## src/rtl/jirs_pkg.sv

```systemverilog
package jirs_pkg;

  localparam int unsigned IDX_W = 5;

  typedef enum logic [2:0] {
    PH_HEAD, PH_SHIFT, PH_UPD, PH_LEAVE, PH_PASS, PH_FINAL
  } phase_e;

  typedef enum logic [3:0] {
    TS_TLR, TS_RTI, TS_SELDR, TS_CAPDR, TS_SHDR, TS_EX1DR, TS_PAUDR, TS_EX2DR,
    TS_UPDR, TS_SELIR, TS_CAPIR, TS_SHIR, TS_EX1IR, TS_PAUIR, TS_EX2IR, TS_UPIR
  } tap_e;

  localparam logic [1:0] ERR_NONE  = 2'd0;
  localparam logic [1:0] ERR_COUNT = 2'd1;
  localparam logic [1:0] ERR_STATE = 2'd2;

  // TMS of one Run-Test/Idle pass, step 0 first: 1,0,1,1,0
  localparam logic [4:0] PASS_TMS = 5'b01101;

  function automatic logic pick_bit(input logic [15:0] v, input logic msb,
                                    input logic [IDX_W-1:0] idx,
                                    input logic [IDX_W-1:0] len);
    logic [IDX_W-1:0] pos;
    pos = msb ? (len - 5'd1 - idx) : idx;
    return v[pos[3:0]];
  endfunction

  function automatic logic step_tms(input phase_e ph, input logic [IDX_W-1:0] idx,
                                    input logic no_clk, input logic last_bit);
    case (ph)
      PH_HEAD:  return (idx == '0);
      PH_SHIFT: return last_bit;
      PH_LEAVE: return no_clk;
      PH_PASS:  return PASS_TMS[idx[2:0]];
      default:  return 1'b1;
    endcase
  endfunction

  function automatic tap_e tap_next(input tap_e s, input logic m);
    case (s)
      TS_TLR:   return m ? TS_TLR   : TS_RTI;
      TS_RTI:   return m ? TS_SELDR : TS_RTI;
      TS_SELDR: return m ? TS_SELIR : TS_CAPDR;
      TS_CAPDR: return m ? TS_EX1DR : TS_SHDR;
      TS_SHDR:  return m ? TS_EX1DR : TS_SHDR;
      TS_EX1DR: return m ? TS_UPDR  : TS_PAUDR;
      TS_PAUDR: return m ? TS_EX2DR : TS_PAUDR;
      TS_EX2DR: return m ? TS_UPDR  : TS_SHDR;
      TS_UPDR:  return m ? TS_SELDR : TS_RTI;
      TS_SELIR: return m ? TS_TLR   : TS_CAPIR;
      TS_CAPIR: return m ? TS_EX1IR : TS_SHIR;
      TS_SHIR:  return m ? TS_EX1IR : TS_SHIR;
      TS_EX1IR: return m ? TS_UPIR  : TS_PAUIR;
      TS_PAUIR: return m ? TS_EX2IR : TS_PAUIR;
      TS_EX2IR: return m ? TS_UPIR  : TS_SHIR;
      default:  return m ? TS_SELDR : TS_RTI;
    endcase
  endfunction

endpackage

```

## src/rtl/jirs_tck_div.sv

```systemverilog
module jirs_tck_div #(
  parameter int unsigned DIV_W = 8
) (
  input  logic             clk,
  input  logic             rst_n,
  input  logic             run,
  input  logic [DIV_W-1:0] div_lim,
  output logic             tck,
  output logic             rise_ev,
  output logic             fall_ev
);
  logic [DIV_W-1:0] hcnt;
  logic             half_end;

  assign half_end = run && (hcnt == div_lim);
  assign rise_ev  = half_end && !tck;
  assign fall_ev  = half_end && tck;

  always_ff @(posedge clk or negedge rst_n) begin
    if (!rst_n) begin
      hcnt <= '0;
      tck  <= 1'b0;
    end else if (!run) begin
      hcnt <= '0;
      tck  <= 1'b0;
    end else if (half_end) begin
      hcnt <= '0;
      tck  <= !tck;
    end else begin
      hcnt <= hcnt + 1'b1;
    end
  end


  tck_half_len_chk: assert property (@(posedge clk) disable iff (!rst_n)
    (run && !half_end) |=> (hcnt != '0));
endmodule

```

## src/rtl/jirs_step_plan.sv

```systemverilog
module jirs_step_plan
  import jirs_pkg::*;
#(
  parameter int unsigned IR_LEN = 4,
  parameter int unsigned RW     = 5
) (
  input  phase_e           ph,
  input  logic [IDX_W-1:0] idx,
  input  logic [RW-1:0]    rem,
  input  logic [RW-1:0]    nclk,
  input  logic [15:0]      instr,
  input  logic             msb_first,
  output phase_e           nph,
  output logic [IDX_W-1:0] nidx,
  output logic [RW-1:0]    nrem,
  output logic             last,
  output logic             ntms,
  output logic             ntdi
);
  localparam logic [IDX_W-1:0] LAST_IDX = IDX_W'(IR_LEN - 1);
  localparam logic [IDX_W-1:0] LEN_V    = IDX_W'(IR_LEN);

  always_comb begin
    nph  = ph;
    nidx = idx + 1'b1;
    nrem = rem;
    last = 1'b0;
    case (ph)
      PH_HEAD:  if (idx == 5'd2) begin nph = PH_SHIFT; nidx = '0; end
      PH_SHIFT: if (idx == LAST_IDX) begin nph = PH_UPD; nidx = '0; end
      PH_UPD:   begin nph = PH_LEAVE; nidx = '0; end
      PH_LEAVE: begin
        nidx = '0;
        if (nclk == '0)      last = 1'b1;
        else if (nclk == 1)  nph = PH_FINAL;
        else begin nph = PH_PASS; nrem = nclk - 1'b1; end
      end
      PH_PASS:  if (idx == 5'd4) begin
        nidx = '0;
        if (rem == 1) nph = PH_FINAL;
        else          nrem = rem - 1'b1;
      end
      default:  begin last = 1'b1; nidx = '0; end
    endcase
    ntms = step_tms(nph, nidx, nclk == '0, nidx == LAST_IDX);
    ntdi = (nph == PH_SHIFT) ? pick_bit(instr, msb_first, nidx, LEN_V) : 1'b0;
  end
endmodule

```

## src/rtl/jirs_tap_track.sv

```systemverilog
module jirs_tap_track
  import jirs_pkg::*;
(
  input  logic       clk,
  input  logic       rst_n,
  input  logic       start,
  input  logic       rise_ev,
  input  logic       tms,
  output tap_e       tap_st,
  output logic [5:0] rti_exits
);
  always_ff @(posedge clk or negedge rst_n) begin
    if (!rst_n) begin
      tap_st    <= TS_SELDR;
      rti_exits <= '0;
    end else begin
      if (start) rti_exits <= '0;
      else if (rise_ev && tap_st == TS_RTI && tms) rti_exits <= rti_exits + 1'b1;
      if (rise_ev) tap_st <= tap_next(tap_st, tms);
    end
  end
endmodule

```

## src/rtl/jtag_irclk_seq.sv

```systemverilog
module jtag_irclk_seq
  import jirs_pkg::*;
#(
  parameter int unsigned IR_LEN  = 4,
  parameter int unsigned DIV_W   = 8,
  parameter int unsigned CNT_W   = 8,
  parameter int unsigned CLK_MAX = 31
) (
  input  logic             clk,
  input  logic             rst_n,
  input  logic [DIV_W-1:0] div_ratio,
  input  logic             req_valid,
  input  logic [15:0]      req_instr,
  input  logic             req_msb_first,
  input  logic [CNT_W-1:0] req_nclk,
  input  logic             tap_reset_evt,
  input  logic             tap_reset_ack,
  output logic             busy,
  output logic             done,
  output logic [1:0]       err,
  output logic             tck,
  output logic             tms,
  output logic             tdi
);
  localparam int unsigned RW = $clog2(CLK_MAX + 1);

  phase_e           ph, nph;
  logic [IDX_W-1:0] idx, nidx;
  logic [RW-1:0]    rem, nrem, nclk_q;
  logic [15:0]      instr_q;
  logic             msb_q, tap_bad;
  logic [DIV_W-1:0] div_q;
  logic             last, ntms, ntdi;
  logic             rise_ev, fall_ev;
  tap_e             tap_st;
  logic [5:0]       rti_exits;

  // named events
  logic accept, count_bad, start_run, step_adv, run_end;
  logic [1:0] rej_code;
  assign accept    = req_valid && !busy;
  assign count_bad = req_nclk > CNT_W'(CLK_MAX);
  assign rej_code  = tap_bad ? ERR_STATE : (count_bad ? ERR_COUNT : ERR_NONE);
  assign start_run = accept && (rej_code == ERR_NONE);
  assign step_adv  = busy && fall_ev;
  assign run_end   = step_adv && last;

  jirs_tck_div #(.DIV_W(DIV_W)) u_div (
    .clk(clk), .rst_n(rst_n), .run(busy), .div_lim(div_q),
    .tck(tck), .rise_ev(rise_ev), .fall_ev(fall_ev));

  jirs_step_plan #(.IR_LEN(IR_LEN), .RW(RW)) u_plan (
    .ph(ph), .idx(idx), .rem(rem), .nclk(nclk_q), .instr(instr_q),
    .msb_first(msb_q), .nph(nph), .nidx(nidx), .nrem(nrem), .last(last),
    .ntms(ntms), .ntdi(ntdi));

  jirs_tap_track u_track (
    .clk(clk), .rst_n(rst_n), .start(start_run), .rise_ev(rise_ev),
    .tms(tms), .tap_st(tap_st), .rti_exits(rti_exits));

  always_ff @(posedge clk or negedge rst_n) begin
    if (!rst_n) tap_bad <= 1'b0;
    else if (tap_reset_evt) tap_bad <= 1'b1;
    else if (tap_reset_ack) tap_bad <= 1'b0;
  end

  always_ff @(posedge clk or negedge rst_n) begin
    if (!rst_n) begin
      busy <= 1'b0; done <= 1'b0; err <= ERR_NONE;
      ph <= PH_HEAD; idx <= '0; rem <= '0; nclk_q <= '0;
      instr_q <= '0; msb_q <= 1'b0; div_q <= '0;
      tms <= 1'b1; tdi <= 1'b0;
    end else begin
      done <= 1'b0;
      err  <= ERR_NONE;
      if (accept && rej_code != ERR_NONE) begin
        done <= 1'b1;
        err  <= rej_code;
      end else if (start_run) begin
        busy    <= 1'b1;
        ph      <= PH_HEAD;
        idx     <= '0;
        rem     <= '0;
        nclk_q  <= RW'(req_nclk);
        instr_q <= req_instr;
        msb_q   <= req_msb_first;
        div_q   <= div_ratio;
        tms     <= 1'b1;
        tdi     <= 1'b0;
      end else if (run_end) begin
        busy <= 1'b0;
        done <= 1'b1;
        tdi  <= 1'b0;
      end else if (step_adv) begin
        ph  <= nph;
        idx <= nidx;
        rem <= nrem;
        tms <= ntms;
        tdi <= ntdi;
      end
    end
  end


  tck_idle_low_chk: assert property (@(posedge clk) disable iff (!rst_n)
    !busy |-> !tck);

  pins_hold_high_chk: assert property (@(posedge clk) disable iff (!rst_n)
    tck |-> ($stable(tms) && $stable(tdi)));

  busy_done_excl_chk: assert property (@(posedge clk) disable iff (!rst_n)
    !(busy && done));

  end_in_seldr_chk: assert property (@(posedge clk) disable iff (!rst_n)
    (done && err == ERR_NONE) |-> (tap_st == TS_SELDR));

  exit_count_chk: assert property (@(posedge clk) disable iff (!rst_n)
    (done && err == ERR_NONE) |-> (rti_exits == 6'(nclk_q)));

  reject_quiet_chk: assert property (@(posedge clk) disable iff (!rst_n)
    (done && err != ERR_NONE) |-> !$past(busy));

  state_err_prio_chk: assert property (@(posedge clk) disable iff (!rst_n)
    (accept && tap_bad) |=> (done && err == ERR_STATE));
endmodule

```

## config.mk

```make
export PLATFORM = sky130hd
export DESIGN_NAME = jtag_irclk_seq
export DESIGN_NICKNAME = d
export VERILOG_FILES = /design/src/rtl/jirs_pkg.sv /design/src/rtl/jirs_tck_div.sv /design/src/rtl/jirs_step_plan.sv /design/src/rtl/jirs_tap_track.sv /design/src/rtl/jtag_irclk_seq.sv
export SDC_FILE = /design/constraint.sdc
export NUM_CORES = 1
export LEC_CHECK = 0
export ABC_AREA = 1
export BUFFER_PORTS_ARGS = -buffer_cell sky130_fd_sc_hd__buf_2
export CELL_PAD_IN_SITES_DETAIL_PLACEMENT = 0
export CELL_PAD_IN_SITES_GLOBAL_PLACEMENT = 1
export CORE_ASPECT_RATIO = 0.9
export CORE_MARGIN = 10
export CORE_UTILIZATION = 28
export CTS_BUF_LIST = sky130_fd_sc_hd__clkbuf_4 sky130_fd_sc_hd__clkbuf_8 sky130_fd_sc_hd__clkbuf_16
export CTS_CLUSTER_SIZE = 10
export DETAILED_ROUTE_END_ITERATION = 7
export PLACE_DENSITY_LB_ADDON = 0.1
export SYNTH_ARGS = -nofsm -noshare
export SYNTH_HDL_FRONTEND = slang
export SYNTH_SLANG_ARGS = --single-unit
```

## constraint.sdc

```tcl
create_clock -name clk -period 5.8 [get_ports clk]
set_input_delay 0.29 -clock clk [delete_from_list [all_inputs] [get_ports clk]]
set_output_delay 0.29 -clock clk [all_outputs]
set_load 0.005 [all_outputs]
```

* Word-level counts from Yosys, hierarchy flattened *
Memories as Yosys holds them, arrays and structs flattened.
Index checks and enable logic that the tools add are counted.

storage, ports and cells
  register bits = 59
  bits in read-only memories = 8
  input bits = 38
  output and inout port bits = 7
  logic and storage cells = 124
  memories kept = 1

memory list
  name              words  bits a word  rd ports  clocked after Yosys merged registers in  wr ports  line            source
  (name not given)  8      1            1         0                                        0         jirs_pkg.sv:35  PH_PASS: return PASS_TMS[idx[2:0]];

cells by class
  add/sub/neg operators = 5
  order comparisons = 3
  eq/ne operators = 20
  multiplexer cells = 53
  bitwise operators = 1
  reduce and logical (&&, ||, !) cells = 26

operators by type and width
  operator                                                       count
  2-to-1 mux 5 bit                                               13
  2-to-1 mux 3 bit                                               8
  2-to-1 mux 1 bit                                               21
  2-to-1 mux 8 bit                                               2
  == test 5 x 2 -> 1 bit, second input constant                  3
  case mux 3 bit (5 select lines)                                1
  case mux 5 bit (3 select lines)                                1
  == test 5 x 1 -> 1 bit, second input constant                  2
  logical NOT 5 bit                                              2
  case mux 5 bit (2 select lines)                                1
  subtractor 5 x 1 -> 5 bit, second input constant               2
  == test 3 x 2 -> 1 bit, second input constant                  3
  inequality test 3 bit, second input constant                   3
  adder 8 x 1 -> 8 bit, second input constant                    1
  == test 8 bit                                                  1
  greater-than comparator 8 x 5 -> 1 bit, second input constant  1
  AND reduction 8 bit                                            1
  nonzero test 2 bit                                             4
  logical AND 1 bit                                              7
  == test 3 x 1 -> 1 bit, second input constant                  2
  == test 3 bit, second input constant                           2
  logical NOT 3 bit                                              2
  AND reduction 2 bit                                            3
  nonzero test 3 bit                                             2
  other kinds (18)                                               20

* Depth between registers and ports, before layout *
  word-level depth = 11
  gate-level depth with buffers = 17

* Cells and area by module *
From an unflattened synthesis, not the netlist that was laid out.

second synthesis, totals
  cells, all modules = 532
  area total of the unflattened synthesis = 3734.8 um^2

modules (own cells, without submodules)
  module          times used  cells each  area each (um^2)  sequential area each (um^2)
  jtag_irclk_seq  1           236         2059.5            1252.5
  jirs_step_plan  1           192         1029.7            0.0
  jirs_tck_div    1           104         645.6             225.2

* Least setup slack after synthesis *
Ideal clock, no wire load.

  kind = register to register
  from = register idx[0]
  to = register tdi
  arrival time = 2.026 ns
  path slack = 3.656 ns
  stages on the path, launching flop included = 18
  buffers on the path = 0
  period minus slack after synthesis = 2.144 ns
  cell sequence = dfrtp_1 > inv_1 > ha_1 > nand2_1 > inv_1 > nand2_1 > nand2_4 > nand3_4 > inv_2 > nor2_2 > inv_1 > ha_1 > nand2_1 > o21ai_0 > inv_1 > nand3_1 > nand3_1 > nand2_1

between the ends
  longest elaborated chain between the ends = 11

RTL lines
  item                                                line                                                              source
  start: declaration                                  jtag_irclk_seq.sv:28                                              logic [IDX_W-1:0] idx, nidx;
  start signal: assignment                            jtag_irclk_seq.sv:96                                              idx <= nidx;
  adder 5 x 1 -> 5 bit, or another cell as far along  jirs_step_plan.sv:25                                              nidx = idx + 1'b1;
  2-to-1 mux 5 bit (on tied branches)                 jirs_step_plan.sv:38, jirs_step_plan.sv:29, jirs_step_plan.sv:30
  case mux 5 bit (3 select lines)                     jirs_step_plan.sv:28                                              case (ph)
  subtractor 2 x 4 -> 4 bit                           jirs_pkg.sv:25                                                    pos = msb ? (len - 5'd1 - idx) : idx;
  2-to-1 mux 4 bit                                    jirs_pkg.sv:25
  binary-select mux 1 bit (select 4 bit)              jirs_pkg.sv:26                                                    return v[pos[3:0]];
  2-to-1 mux 1 bit (not written as such)              jirs_pkg.sv:26
  2-to-1 mux 1 bit *                                  jirs_step_plan.sv:46                                              ntdi = (nph == PH_SHIFT) ? pick_bit(instr, msb_first, nidx, LEN_V) : 1'b0;
  2-to-1 mux 1 bit *                                  jtag_irclk_seq.sv:94                                              end else if (step_adv) begin
  2-to-1 mux 1 bit *                                  jtag_irclk_seq.sv:90                                              end else if (run_end) begin
  2-to-1 mux 1 bit *                                  jtag_irclk_seq.sv:79                                              end else if (start_run) begin
  end signal: assignment                              jtag_irclk_seq.sv:99                                              tdi <= ntdi;
  end: declaration                                    jtag_irclk_seq.sv:23                                              output logic tdi

Mark *: on every way between the ends. The rest lies on a longest branch, timed or not. The select of a mux whose other input is x is not followed.
A chain may end at the register's enable or synchronous reset.

* Worst setup path after layout *
  from = register ph[2]
  to = register tdi

between the ends
  longest elaborated chain between the ends = 10

RTL lines
  item                                         line                  source
  start: declaration                           jtag_irclk_seq.sv:27  phase_e ph, nph;
  start signal: assignment                     jtag_irclk_seq.sv:95  ph <= nph;
  == test 3 bit, or another cell as far along  jirs_step_plan.sv:28
  case mux 5 bit (3 select lines)              jirs_step_plan.sv:28
  subtractor 2 x 4 -> 4 bit                    jirs_pkg.sv:25
  2-to-1 mux 4 bit                             jirs_pkg.sv:25
  binary-select mux 1 bit (select 4 bit)       jirs_pkg.sv:26
  2-to-1 mux 1 bit (not written as such)       jirs_pkg.sv:26
  2-to-1 mux 1 bit                             jirs_step_plan.sv:46
  2-to-1 mux 1 bit                             jtag_irclk_seq.sv:94
  2-to-1 mux 1 bit                             jtag_irclk_seq.sv:90
  2-to-1 mux 1 bit                             jtag_irclk_seq.sv:79

Several ways; a longest one is shown, not always the timed one. The select of a mux whose other input is x is not followed.

==> impl_metrics.py <==
metrics = {
    "detailed_routing": {
        "drt-wirelength-per-cell_um": 14.0,
        "viasPerCell": 4.54,
        "wl_um": 8740,
        "drc": 0,
        "drt_iter0_drc": 120,
        "ant_nets": 0,
        "dr.pass1.iters": 4,
        "vias": 2823,
    },
    "timing": {
        "worst-slew-pin-transition_ns": 0.783,
        "fin_ws_ns": 3.11,
        "finClkSkew_ns": 0.00924,
        "rsz0062_at_grt": "no",
        "hold_viol": 0,
        "setup-violations-final": 0,
        "fin_setup_tns_ns": 0,
        "period_share_pct": 46.3,
        "fin_crit_ns": 2.69,
        "slew_violations": 0,
        "fmax_mhz": 372,
        "slew_headroom_pct": 47.8,
    },
    "cells_and_area": {
        "insertedDiodeCount": 0,
        "drive_gt1_share_pct": 18.7,
        "syn2layout_area_growth_pct": 22.1,
        "nets": 509,
        "final_util_pct": 35.1,
        "stdcell_area_mm2": 0.00401,
    },
    "critical_path": {
        "cpPeakStageDelay_ns": 0.58,
        "critical_path_class": "reg2reg",
        "worst_ep_required_time_ns": 6.02,
        "crit_arrival_ns": 2.91,
        "cp_top_family": "simple AND/OR/NAND/NOR gates",
        "path_depth": 14,
        "path_max_fanout": 12,
        "worst-path-buf-inv": 4,
        "crit_chain": "inv_1, nor2_2, nand2_4, nand3_4, inv_2, nor2_2, inv_1, ha_1, nand2_1, o21ai_0, inv_1, nand3_1, nand3_1, nand2_1",
        "critPathSlowestCell": "dfrtp_1",
        "cp-end-kind": "flop",
        "critPathLaunchType": "flop",
        "worst-r2r-cell-count": 14,
        "cp_common_cell": "inv_1",
    },
    "placed_design": {
        "pre_cts_ws_ns": 3.11,
        "gp_congestion": 0.735,
        "placed_area_mm2": 0.00367,
        "dp_hpwl_um": 6330,
        "io_buffers": 44,
    },
    "clocking": {
        "cts_max_level": 3,
        "cts-root-buf": "clkbuf_16",
        "cts_resized": 0,
        "cts_buffers": 9,
        "clk_latency_ns": 0.33,
        "clkTransAtPathRegs_ns": 0.06,
        "cts_tree": "built",
        "cts_buffer_depth": 2,
        "postCtsSetupBuffers": 0,
        "cts.sink_count": 59,
        "cts_hold_buf": 0,
    },
    "synthesis": {
        "synthSimpleGateAreaFrac_pct": 32.4,
        "synth-compound-area-share_pct": 8.61,
        "synth.top_cell.area_share_pct": 44.2,
        "postSynth.asyncResetShare_pct": 100,
        "avgSynthCellArea_um2": 7.95,
        "synthCells": 413,
        "syn_area_mm2": 0.00328,
        "synthTopCellsByArea": "dfrtp_1 44%, nand2_1 14%, nand3_1 7.0%",
        "synth_xor_area_share_pct": 3.73,
        "yosysWarnings": 0,
        "yosys.area_share.adder_pct": 3.81,
        "synth_nets": 461,
        "synth_flop_cell": "dfrtp_1",
        "synth_seq_area_share_pct": 45.0,
        "ys_ff_latch": 59,
        "synth_edf_count": 0,
        "synthMuxAreaShare_pct": 0,
        "synthDistinctLibCells": 31,
        "synth_largest_area_cell": "dfrtp_1",
        "synth_top_family_by_area": "simple AND/OR/NAND/NOR gates",
    },
    "global_route": {
        "grt_pass1_vias": 2874,
        "grt_antenna_before_repair": 0,
        "grt_max_degree": 60,
        "grt_pass1_wl_um": 14800,
        "grt_overflow": 0,
        "grt_usage_pct": 11.1,
    },
    "floorplan": {
        "num_io_pins": 45,
        "core_area_mm2": 0.0114,
        "initial_utilization_pct": 28.7,
        "die_h_um": 123,
        "fp.dieW_um": 134,
        "rows": 37,
        "die-area_mm2": 0.0165,
    },
    "power_and_ir_drop": {
        "ir_drop_mv": 0.165,
        "pwr_density_cell_mw_per_mm2": 493,
        "leakage_nw": 2.00,
        "finalPower_mw": 1.97,
    },
    "worst_hold_path": {
        "hp-class": "in2async",
    },
    "flow_run": {
        "drv_cap": 0,
    },
    "status": {
        "status": "completed",
    },
}
[flip-flops by register name, summed over array words and instances (netlist names)]
signal	count
instr_q	16
div_q	8
u_div.hcnt	8
idx	5
nclk_q	5
rem	5
ph	3
err	2
busy	1
done	1
msb_q	1
tap_bad	1
tdi	1
tms	1
u_div.tck	1
[power breakdown]
part	switching, mW	leakage, nW	internal (mW)
sequential	0.104	0.749	0.515
clock	0.195	0.162	0.401
combinational	0.489	1.09	0.271
[layout make-up]
type | instances | area, um2
Sequential cell | 59 | 1480
Multi-Input combinational cell | 300 | 1600
Fill cell | 1244 | 7420
Clock inverter | 5 | 85.1
Inverter | 45 | 169
Tap cell | 156 | 195
Clock buffer | 11 | 253
Timing Repair Buffer | 46 | 235
[synthesized netlist by cell type (4+ instances only)]
library cell,number
dfrtp_1,58
nand2_4,7
nand2_1,125
a21oi_1,12
nand3_1,46
nor2_1,21
ha_1,10
o22ai_1,11
xor2_1,5
nor3_1,8
nand4_1,9
o21ai_0,19
clkbuf_1,4
inv_2,5
inv_1,40
xnor2_1,9
[routing by layer]
layer	share of wire [%]	wire length, um	global-route usage, %	vias up
met4	1.1	94	3.46	0
met5	0	0	0	-
met3	5.2	454	3.43	12
met1	52	4500	15.4	1317
li1	-	-	-	1439
met2	42	3690	16.3	55
[per-stage QoR]
| step | hold slack (ns) | instances |
|---|---|---|
| floorplan | -0.00559 | 413 |
| global placement | 0.424 | 606 |
| detailed placement | 0.431 | 606 |
| CTS | 0.129 | 622 |
| global route | 0.143 | 622 |
| finish | 0.132 | 622 |
[final timing paths]
check,from,slack [ns],endpoint
max,ph[2],3.11,tdi
min,rst_n,0.13,rem[2]
max reg2reg,ph[2],3.11,tdi
min reg2reg,tap_bad,0.43,err[0]
max in group asynchronous,rst_n,5.16,done
min in group clk,tap_reset_ack,0.14,tap_bad
[cell families (layout without fill, tap and decap cells)]
logic type	after synthesis	in the layout
AO/OA/AOI/OAI	48	48
XOR/XNOR	14	14
adder cells (fa/ha/maj)	10	10
buffers and inverters	54	107
flip-flops	59	59
AND/OR/NAND/NOR	228	228
[cell usage in the layout, fill, tap and decap left out, types with 3 or more instances in the layout]
master / n
nand2_1: 125
dfrtp_1: 58
nand3_1: 46
buf_2: 44
inv_1: 40
nor2_1: 21
o21ai_0: 19
a21oi_1: 12
o22ai_1: 11
ha_1: 10
xnor2_1: 9
nand4_1: 9
clkbuf_16: 9
nor3_1: 8
nand2_4: 7
xor2_1: 5
inv_2: 5
nand2_2: 3
nor2_2: 3
(Power assumes the default switching activity.)
